### config.mk
export PLATFORM = sky130hd
export DESIGN_NAME = dual_rank_shreg
export DESIGN_NICKNAME = d
export VERILOG_FILES = /design/src/rtl/dr_pkg.sv /design/src/rtl/dr_decode.sv /design/src/rtl/dr_upper.sv /design/src/rtl/dr_lower.sv /design/src/rtl/dual_rank_shreg.sv
export SDC_FILE = /design/constraint.sdc
export NUM_CORES = 1
export LEC_CHECK = 0
export BUFFER_PORTS_ARGS = -buffer_cell sky130_fd_sc_hd__buf_4
export CORE_MARGIN = 5
export CORE_UTILIZATION = 50
export DETAILED_ROUTE_END_ITERATION = 10
export GPL_TIMING_DRIVEN = 0
export PLACE_DENSITY = 0.77
export SYNTH_ARGS = -nofsm -noshare
export SYNTH_HDL_FRONTEND = slang
export SYNTH_HIERARCHICAL = 1
export SYNTH_SLANG_ARGS = --single-unit
export TNS_END_PERCENT = 30
### constraint.sdc
create_clock -name clk -period 1.86 [get_ports clk]
set_input_delay 0.093 -clock clk [delete_from_list [all_inputs] [get_ports clk]]
set_output_delay 0.093 -clock clk [all_outputs]
set_load 0.02 [all_outputs]
### src/rtl/dr_pkg.sv
package dr_pkg;

    typedef enum logic [2:0] {
        A_HOLD, A_PORT, A_FROM_B, A_MERGE, A_ZERO
    } a_sel_e;

    typedef enum logic [1:0] {
        B_HOLD, B_FROM_A, B_SHIFT, B_ZERO
    } b_sel_e;

    typedef struct packed {
        a_sel_e a_sel;
        b_sel_e b_sel;
        logic   drive;
    } dr_op_t;

    // Active-low controls to one edge's operation set
    function automatic dr_op_t dr_decode_fn(input logic oe_n, input logic ld_n,
                                            input logic up_n, input logic dn_n,
                                            input logic sh_n);
        dr_op_t op;
        logic   clr;
        clr      = ~up_n & ~dn_n;
        op.drive = ~oe_n & ld_n;
        if (clr)
            op.a_sel = ld_n ? A_ZERO : A_PORT;
        else if (~up_n)
            op.a_sel = ld_n ? A_FROM_B : A_MERGE;
        else
            op.a_sel = ld_n ? A_HOLD : A_PORT;
        if (clr)
            op.b_sel = B_ZERO;
        else if (~dn_n)
            op.b_sel = B_FROM_A;
        else if (~sh_n)
            op.b_sel = B_SHIFT;
        else
            op.b_sel = B_HOLD;
        return op;
    endfunction

endpackage

### src/rtl/dr_decode.sv
module dr_decode
    import dr_pkg::*;
(
    input  logic   oe_n,
    input  logic   ld_n,
    input  logic   up_n,
    input  logic   dn_n,
    input  logic   sh_n,
    output dr_op_t op
);
    always_comb op = dr_decode_fn(oe_n, ld_n, up_n, dn_n, sh_n);
endmodule

### src/rtl/dr_upper.sv
module dr_upper
    import dr_pkg::*;
#(
    parameter int WIDTH = 8
) (
    input  logic             clk,
    input  logic             rst,
    input  a_sel_e           sel,
    input  logic [WIDTH-1:0] port_in,
    input  logic [WIDTH-1:0] b_val,
    output logic [WIDTH-1:0] a_q
);
    logic [WIDTH-1:0] merged;

    for (genvar i = 0; i < WIDTH; i++) begin : g_merge
        assign merged[i] = port_in[i] | b_val[i];
    end

    always_ff @(posedge clk) begin
        if (rst) begin
            a_q <= '0;
        end else begin
            unique case (sel)
                A_PORT:   a_q <= port_in;
                A_FROM_B: a_q <= b_val;
                A_MERGE:  a_q <= merged;
                A_ZERO:   a_q <= '0;
                default:  a_q <= a_q;
            endcase
        end
    end
endmodule

### src/rtl/dr_lower.sv
module dr_lower
    import dr_pkg::*;
#(
    parameter int WIDTH = 8
) (
    input  logic             clk,
    input  logic             rst,
    input  b_sel_e           sel,
    input  logic [WIDTH-1:0] a_val,
    input  logic             ser_in,
    output logic [WIDTH-1:0] b_q,
    output logic             ser_out
);
    localparam int TOP = WIDTH - 1;

    always_ff @(posedge clk) begin
        if (rst) begin
            b_q <= '0;
        end else begin
            unique case (sel)
                B_FROM_A: b_q <= a_val;
                B_SHIFT:  b_q <= {b_q[TOP-1:0], ser_in};
                B_ZERO:   b_q <= '0;
                default:  b_q <= b_q;
            endcase
        end
    end

    assign ser_out = b_q[TOP];
endmodule

### src/rtl/dual_rank_shreg.sv
module dual_rank_shreg
    import dr_pkg::*;
#(
    parameter int WIDTH = 8
) (
    input  logic             clk,
    input  logic             rst,
    input  logic             oe_n,
    input  logic             ld_n,
    input  logic             up_n,
    input  logic             dn_n,
    input  logic             sh_n,
    input  logic [WIDTH-1:0] port_in,
    output logic [WIDTH-1:0] port_out,
    output logic             port_oe,
    input  logic             ser_in,
    output logic             ser_out
);
    dr_op_t           op;
    logic [WIDTH-1:0] a_q;
    logic [WIDTH-1:0] b_q;

    dr_decode u_dec (
        .oe_n(oe_n), .ld_n(ld_n), .up_n(up_n), .dn_n(dn_n), .sh_n(sh_n),
        .op(op)
    );

    dr_upper #(.WIDTH(WIDTH)) u_upper (
        .clk(clk), .rst(rst), .sel(op.a_sel),
        .port_in(port_in), .b_val(b_q), .a_q(a_q)
    );

    dr_lower #(.WIDTH(WIDTH)) u_lower (
        .clk(clk), .rst(rst), .sel(op.b_sel),
        .a_val(a_q), .ser_in(ser_in), .b_q(b_q), .ser_out(ser_out)
    );

    assign port_out = a_q;
    assign port_oe  = op.drive;
endmodule

==> Word-level counts from Yosys, hierarchy flattened <==
Cells that the tools add are included.
{ "op_classes": {"n_eq_ne": 7, "n_mux": 10, "bitwise": 13, "reduce_logical": 2} }
{ "ops": {"columns": ["op", "n"], "rows": [
  ["$pmux W8 S4", 1],
  ["$pmux W8 S3", 1],
  ["$mux W3", 3],
  ["$or A1 B1 Y1", 8],
  ["$eq A3 B2 Y1 const B", 2],
  ["$mux W2", 3],
  ["$eq A2 B2 Y1 const B", 2],
  ["$reduce_bool A4 Y1", 1],
  ["$eq A3 B1 Y1 const B", 1],
  ["$eq A3 B3 Y1 const B", 1],
  ["$not A1 Y1", 3],
  ["$reduce_bool A3 Y1", 1],
  ["$and A1 B1 Y1", 2],
  ["$eq A2 B1 Y1 const B", 1],
  ["$mux W1", 2]
]} }
{ "word_totals": {"regBits": 16, "out_inout_bits": 10} }

==> Longest topological paths before layout <==
{ "logic_depth": {"word_depth": 5, "depth_mapped": 6} }

==> Cells and area by module <==
Netlist, hierarchy kept.
{ "modules_own_cells": {"columns": ["module", "n_inst", "cells_per_inst", "area_per_inst_um2", "seq_area_each_um2"], "rows": [
  ["dr_upper", 1, 50, 483.0, 160.2],
  ["dr_lower", 1, 46, 419.2, 160.2],
  ["dr_decode", 1, 6, 40.0, 0.0]
]} }

==> Worst setup path after synthesis <==
OpenSTA, ideal clock, no wires.
{ "synth_timing": {"path_kind": "input port to flip-flop", "from": "input up_n", "to": "register u_upper.a_q[0]", "t_arrival_ns": 1.193, "required_time_ns": 1.731, "slack_ns": 0.537, "path_stages": 5, "cell_sequence": "nor3b_1 -> buf_2 -> mux2_2 -> a22oi_1 -> a211oi_1"} }
{ "synth_via": {"elab_chain_cells": 5} }
{ "synth_rtl": {"columns": ["item", "line", "rtl"], "rows": [
  ["from (decl)", "dual_rank_shreg.sv:10", "input logic up_n,"],
  ["$not A1 Y1", null, null],
  ["$and A1 B1 Y1", "dr_pkg.sv:23", "clr = ~up_n & ~dn_n;"],
  ["$mux W3 (*)", "dr_pkg.sv:25", "if (clr)"],
  ["$eq A3 B3 Y1, or another cell as far along", "dr_upper.sv:23", "unique case (sel)"],
  ["$pmux W8 S4 / $reduce_bool A4 Y1 (equally long branches)", null, null],
  ["to (signal assigned)", "dr_upper.sv:24", "A_PORT: a_q <= port_in;"],
  ["to (signal assigned)", "dr_upper.sv:25", "A_FROM_B: a_q <= b_val;"],
  ["to (signal assigned)", "dr_upper.sv:26", "A_MERGE: a_q <= merged;"],
  ["to (decl)", "dr_upper.sv:11", "output logic [WIDTH-1:0] a_q"]
]} }
Mark *: on every way between the ends. The rest lies on a longest branch, timed or not.
A chain may end at the register's enable or synchronous reset.

==> results.yml <==
die:
  initial_core_util_pct: 53.4
  io_pins: 26
  die_width_um: 53.4
  core_sq_um: 1760
  dieArea_sq_um: 2850
  die_h_um: 53.4
  rows: 15
cells_and_area:
  nFillCells: 155
  drive_above_1_share_pct: 37.7
  nets: 147
  n_antenna_cell: 0
  syn_to_final_growth_pct: 26.3
timing:
  finClkSkew_ns: 0.00218
  tightest_slew_ns: 0.480
  slew_headroom_pct: 67.1
  fmax_mhz: 719
  finalCritPeriodShare_pct: 74.8
  rsz0062_at_grt: "no"
  hold_violations: 0
  drv_slew: 0
  tns_ns: 0
  min_period_ns: 1.39
  setup_violations: 0
place:
  place_congestion: 0.799
  dp_hpwl_um: 1860
  numPortBuffers: 24
power_and_ir_drop:
  power.share.switching_pct: 29.3
  p_clk_share_pct: 27.0
  irDropWorstVdd_v: 0.000403
  p_leak_uw: 0.000487
  internal_power_uw: 606
  p_per_area_nw_per_um2: 720
  p_switching_uw: 251
  p_comb_share_pct: 26.9
  power_frac_seq_pct: 46.1
  power_uw: 857
critical_path:
  crit_fanout: 10
  cp_top_family: "buffers and inverters"
  crit_chain: "buf_4, nor3b_1, buf_2, mux2_2, a22oi_1, a211oi_1"
  arrival_ns: 1.55
  r2r_slack_ns: 0.78
  cp_slowest_stage_delay_ns: 0.39
  r2r_end: "u_upper/a_q[4]$_SDFFE_PP0P_"
  path_buf_inv: 2
  path_class: "input port to flip-flop"
  start_kind: "input port"
  end_kind: "flip-flop"
  worstPathRequired_ns: 2.02
  reg2regPathDepth: 3
  slowest_stage: "nor3b_1"
  r2r_start: "u_lower/b_q[4]$_SDFFE_PP0P_"
grt:
  use_met1_pct: 26.1
  track_usage_pct: 19.5
  grt_use_met3_pct: 4.51
  grt_pass1_wl_um: 3910
  gr-usage-met2_pct: 29.2
  grt_max_degree: 11
  grt_pass1_vias: 813
  antenna_found_initial: 0
  grt.busiest_layer: "met2"
  overflow: 0
cts:
  cts_resized: 0
  cts_tree: "done"
  cts_buffer_depth: 2
  clk_latency_ns: 0.28
  cts_max_level: 1
  cts_hold_buf: 0
  clock-root-buffer: "clkbuf_4"
  cts_buffers: 3
  cts_setup_buffers: 0
  clk_pin_slew_ns: 0.10
  cts_sinks: 16
worst_hold_path:
  hold_path_class: "input port to flip-flop"
  min_to: "u_lower/b_q[0]$_SDFFE_PP0P_"
  hold_depth: 3
  worstHoldStart: "ser_in"
synth:
  netlist_area_sq_um: 942
  syn-instance-count: 102
  synth-seq-cells: 16
  yosysSeqAreaShare_pct: 34.0
  syn-num-nets: 118
  avgSynthCellArea_sq_um: 9.24
  ys_types: 24
  yosys_warnings: 6
routing:
  wl_um: 2420
  wl_per_cell_um: 15.6
  drt_iter0_markers: 19
  drc_errors: 0
  dr.pass1.iters: 4
  num_vias: 860
  via_per_inst: 5.55
  ant_nets: 0
run:
  maxCapViolations: 0
status:
  status: "finished clean"
## through the flow
| stage | hold slack (ns) | cell area [sq um] | setup slack, ns | std cells | utilization, % |
|---|---|---|---|---|---|
| finish | 0.201 | 1190 | 0.469 | 155 | 67.4 |
| global route | 0.196 | 1190 | 0.436 | 155 | 67.4 |
| CTS | 0.194 | 1190 | 0.498 | 155 | 67.4 |
| detailed placement | 0.439 | 1150 | 0.193 | 151 | 65.4 |
| global placement | 0.437 | 1150 | 0.279 | 151 | 65.4 |
| floorplan | 0.264 | 942 | 0.537 | 102 | - |
## cells in the final DEF, fill, tap and decap left out, types with 2 or more instances in the layout
cell	instances
a211oi_1	23
a21oi_1	8
a22oi_1	7
buf_1	2
buf_2	2
buf_4	28
buf_6	2
clkbuf_4	3
dfxtp_1	16
inv_1	2
mux2_2	7
nand2b_1	8
nor2b_1	9
## worst register-to-register path: stages (launching register included)
cell and delay (ns):
dfxtp_1 0.39, a22o_2 0.16, nor3_1 0.04, a2111oi_0 0.37
## layer usage
layer / routed length, um / part of all wire, %
met1: 1180 / 49
met2: 1120 / 46
met3: 88 / 3.6
met4: 32 / 1.3
met5: 0 / 0
## layout make-up
class	instances	area, sq um	share of cell area, %
multi-input combinational	73	539	45.3
sequential	16	320	26.9
timing repair buffer	24	180	15.1
buffer	11	75.1	6.31
clock buffer	4	36.3	3.05
tap	25	31.3	2.63
inverter	2	7.51	0.631
## worst max path at each step
stage	start	to	cells past startpoint
final	up_n	u_upper/a_q[6]$_SDFFE_PP0P_	6
after global routing	up_n	u_upper/a_q[0]$_SDFFE_PP0P_	6
after CTS	up_n	u_upper/a_q[5]$_SDFFE_PP0P_	6
after detailed placement	up_n	u_upper/a_q[6]$_SDFFE_PP0P_	6
after global placement	up_n	u_upper/a_q[2]$_SDFFE_PP0P_	6
after floorplan	up_n	u_upper/a_q[0]$_SDFFE_PP0P_	5
## cell families after synthesis
family | Yosys count | synth area share [%]
AO/OA/AOI/OAI | 42 | 32.3
AND/OR/NAND/NOR | 23 | 15.5
flip-flops | 16 | 34.0
buffers and inverters | 13 | 8.77
multiplexers | 8 | 9.43
## power by group through the flow
stage	clock network (uW)	registers, uW	logic [uW]
floorplan	0	417	128
finish	231	395	231
global placement	0	403	222
global route	255	400	249
CTS	236	395	229
detailed placement	0	404	228
## state kept, by name, indices dropped and copies added, names as in the netlist
signal / count
u_upper/a_q: 8
u_lower/b_q: 8
## Yosys cell counts
cell        n  area share [%]
and2_4      1            0.93
a22o_2      1             1.1
buf_6       2             2.4
nor2_1      1            0.40
inv_1       2            0.80
mux2i_1     1             1.1
o21ai_2     1            0.93
buf_1       2            0.80
clkbuf_2    1            0.53
a22oi_1     7             5.6
or3_1       1            0.66
nor3b_1     1            0.80
mux2_2      7             8.4
buf_4       4             3.2
a2111oi_0   1            0.93
o21bai_2    1             1.2
buf_2       2             1.1
nand2b_1    8             5.3
and2b_2     1            0.93
nor3_1      1            0.53
dfxtp_1    16              34
a211oi_1   23              18
a21oi_1     8             4.2
nor2b_1     9             6.0
No activity file was read; power rests on OpenSTA's default activity.
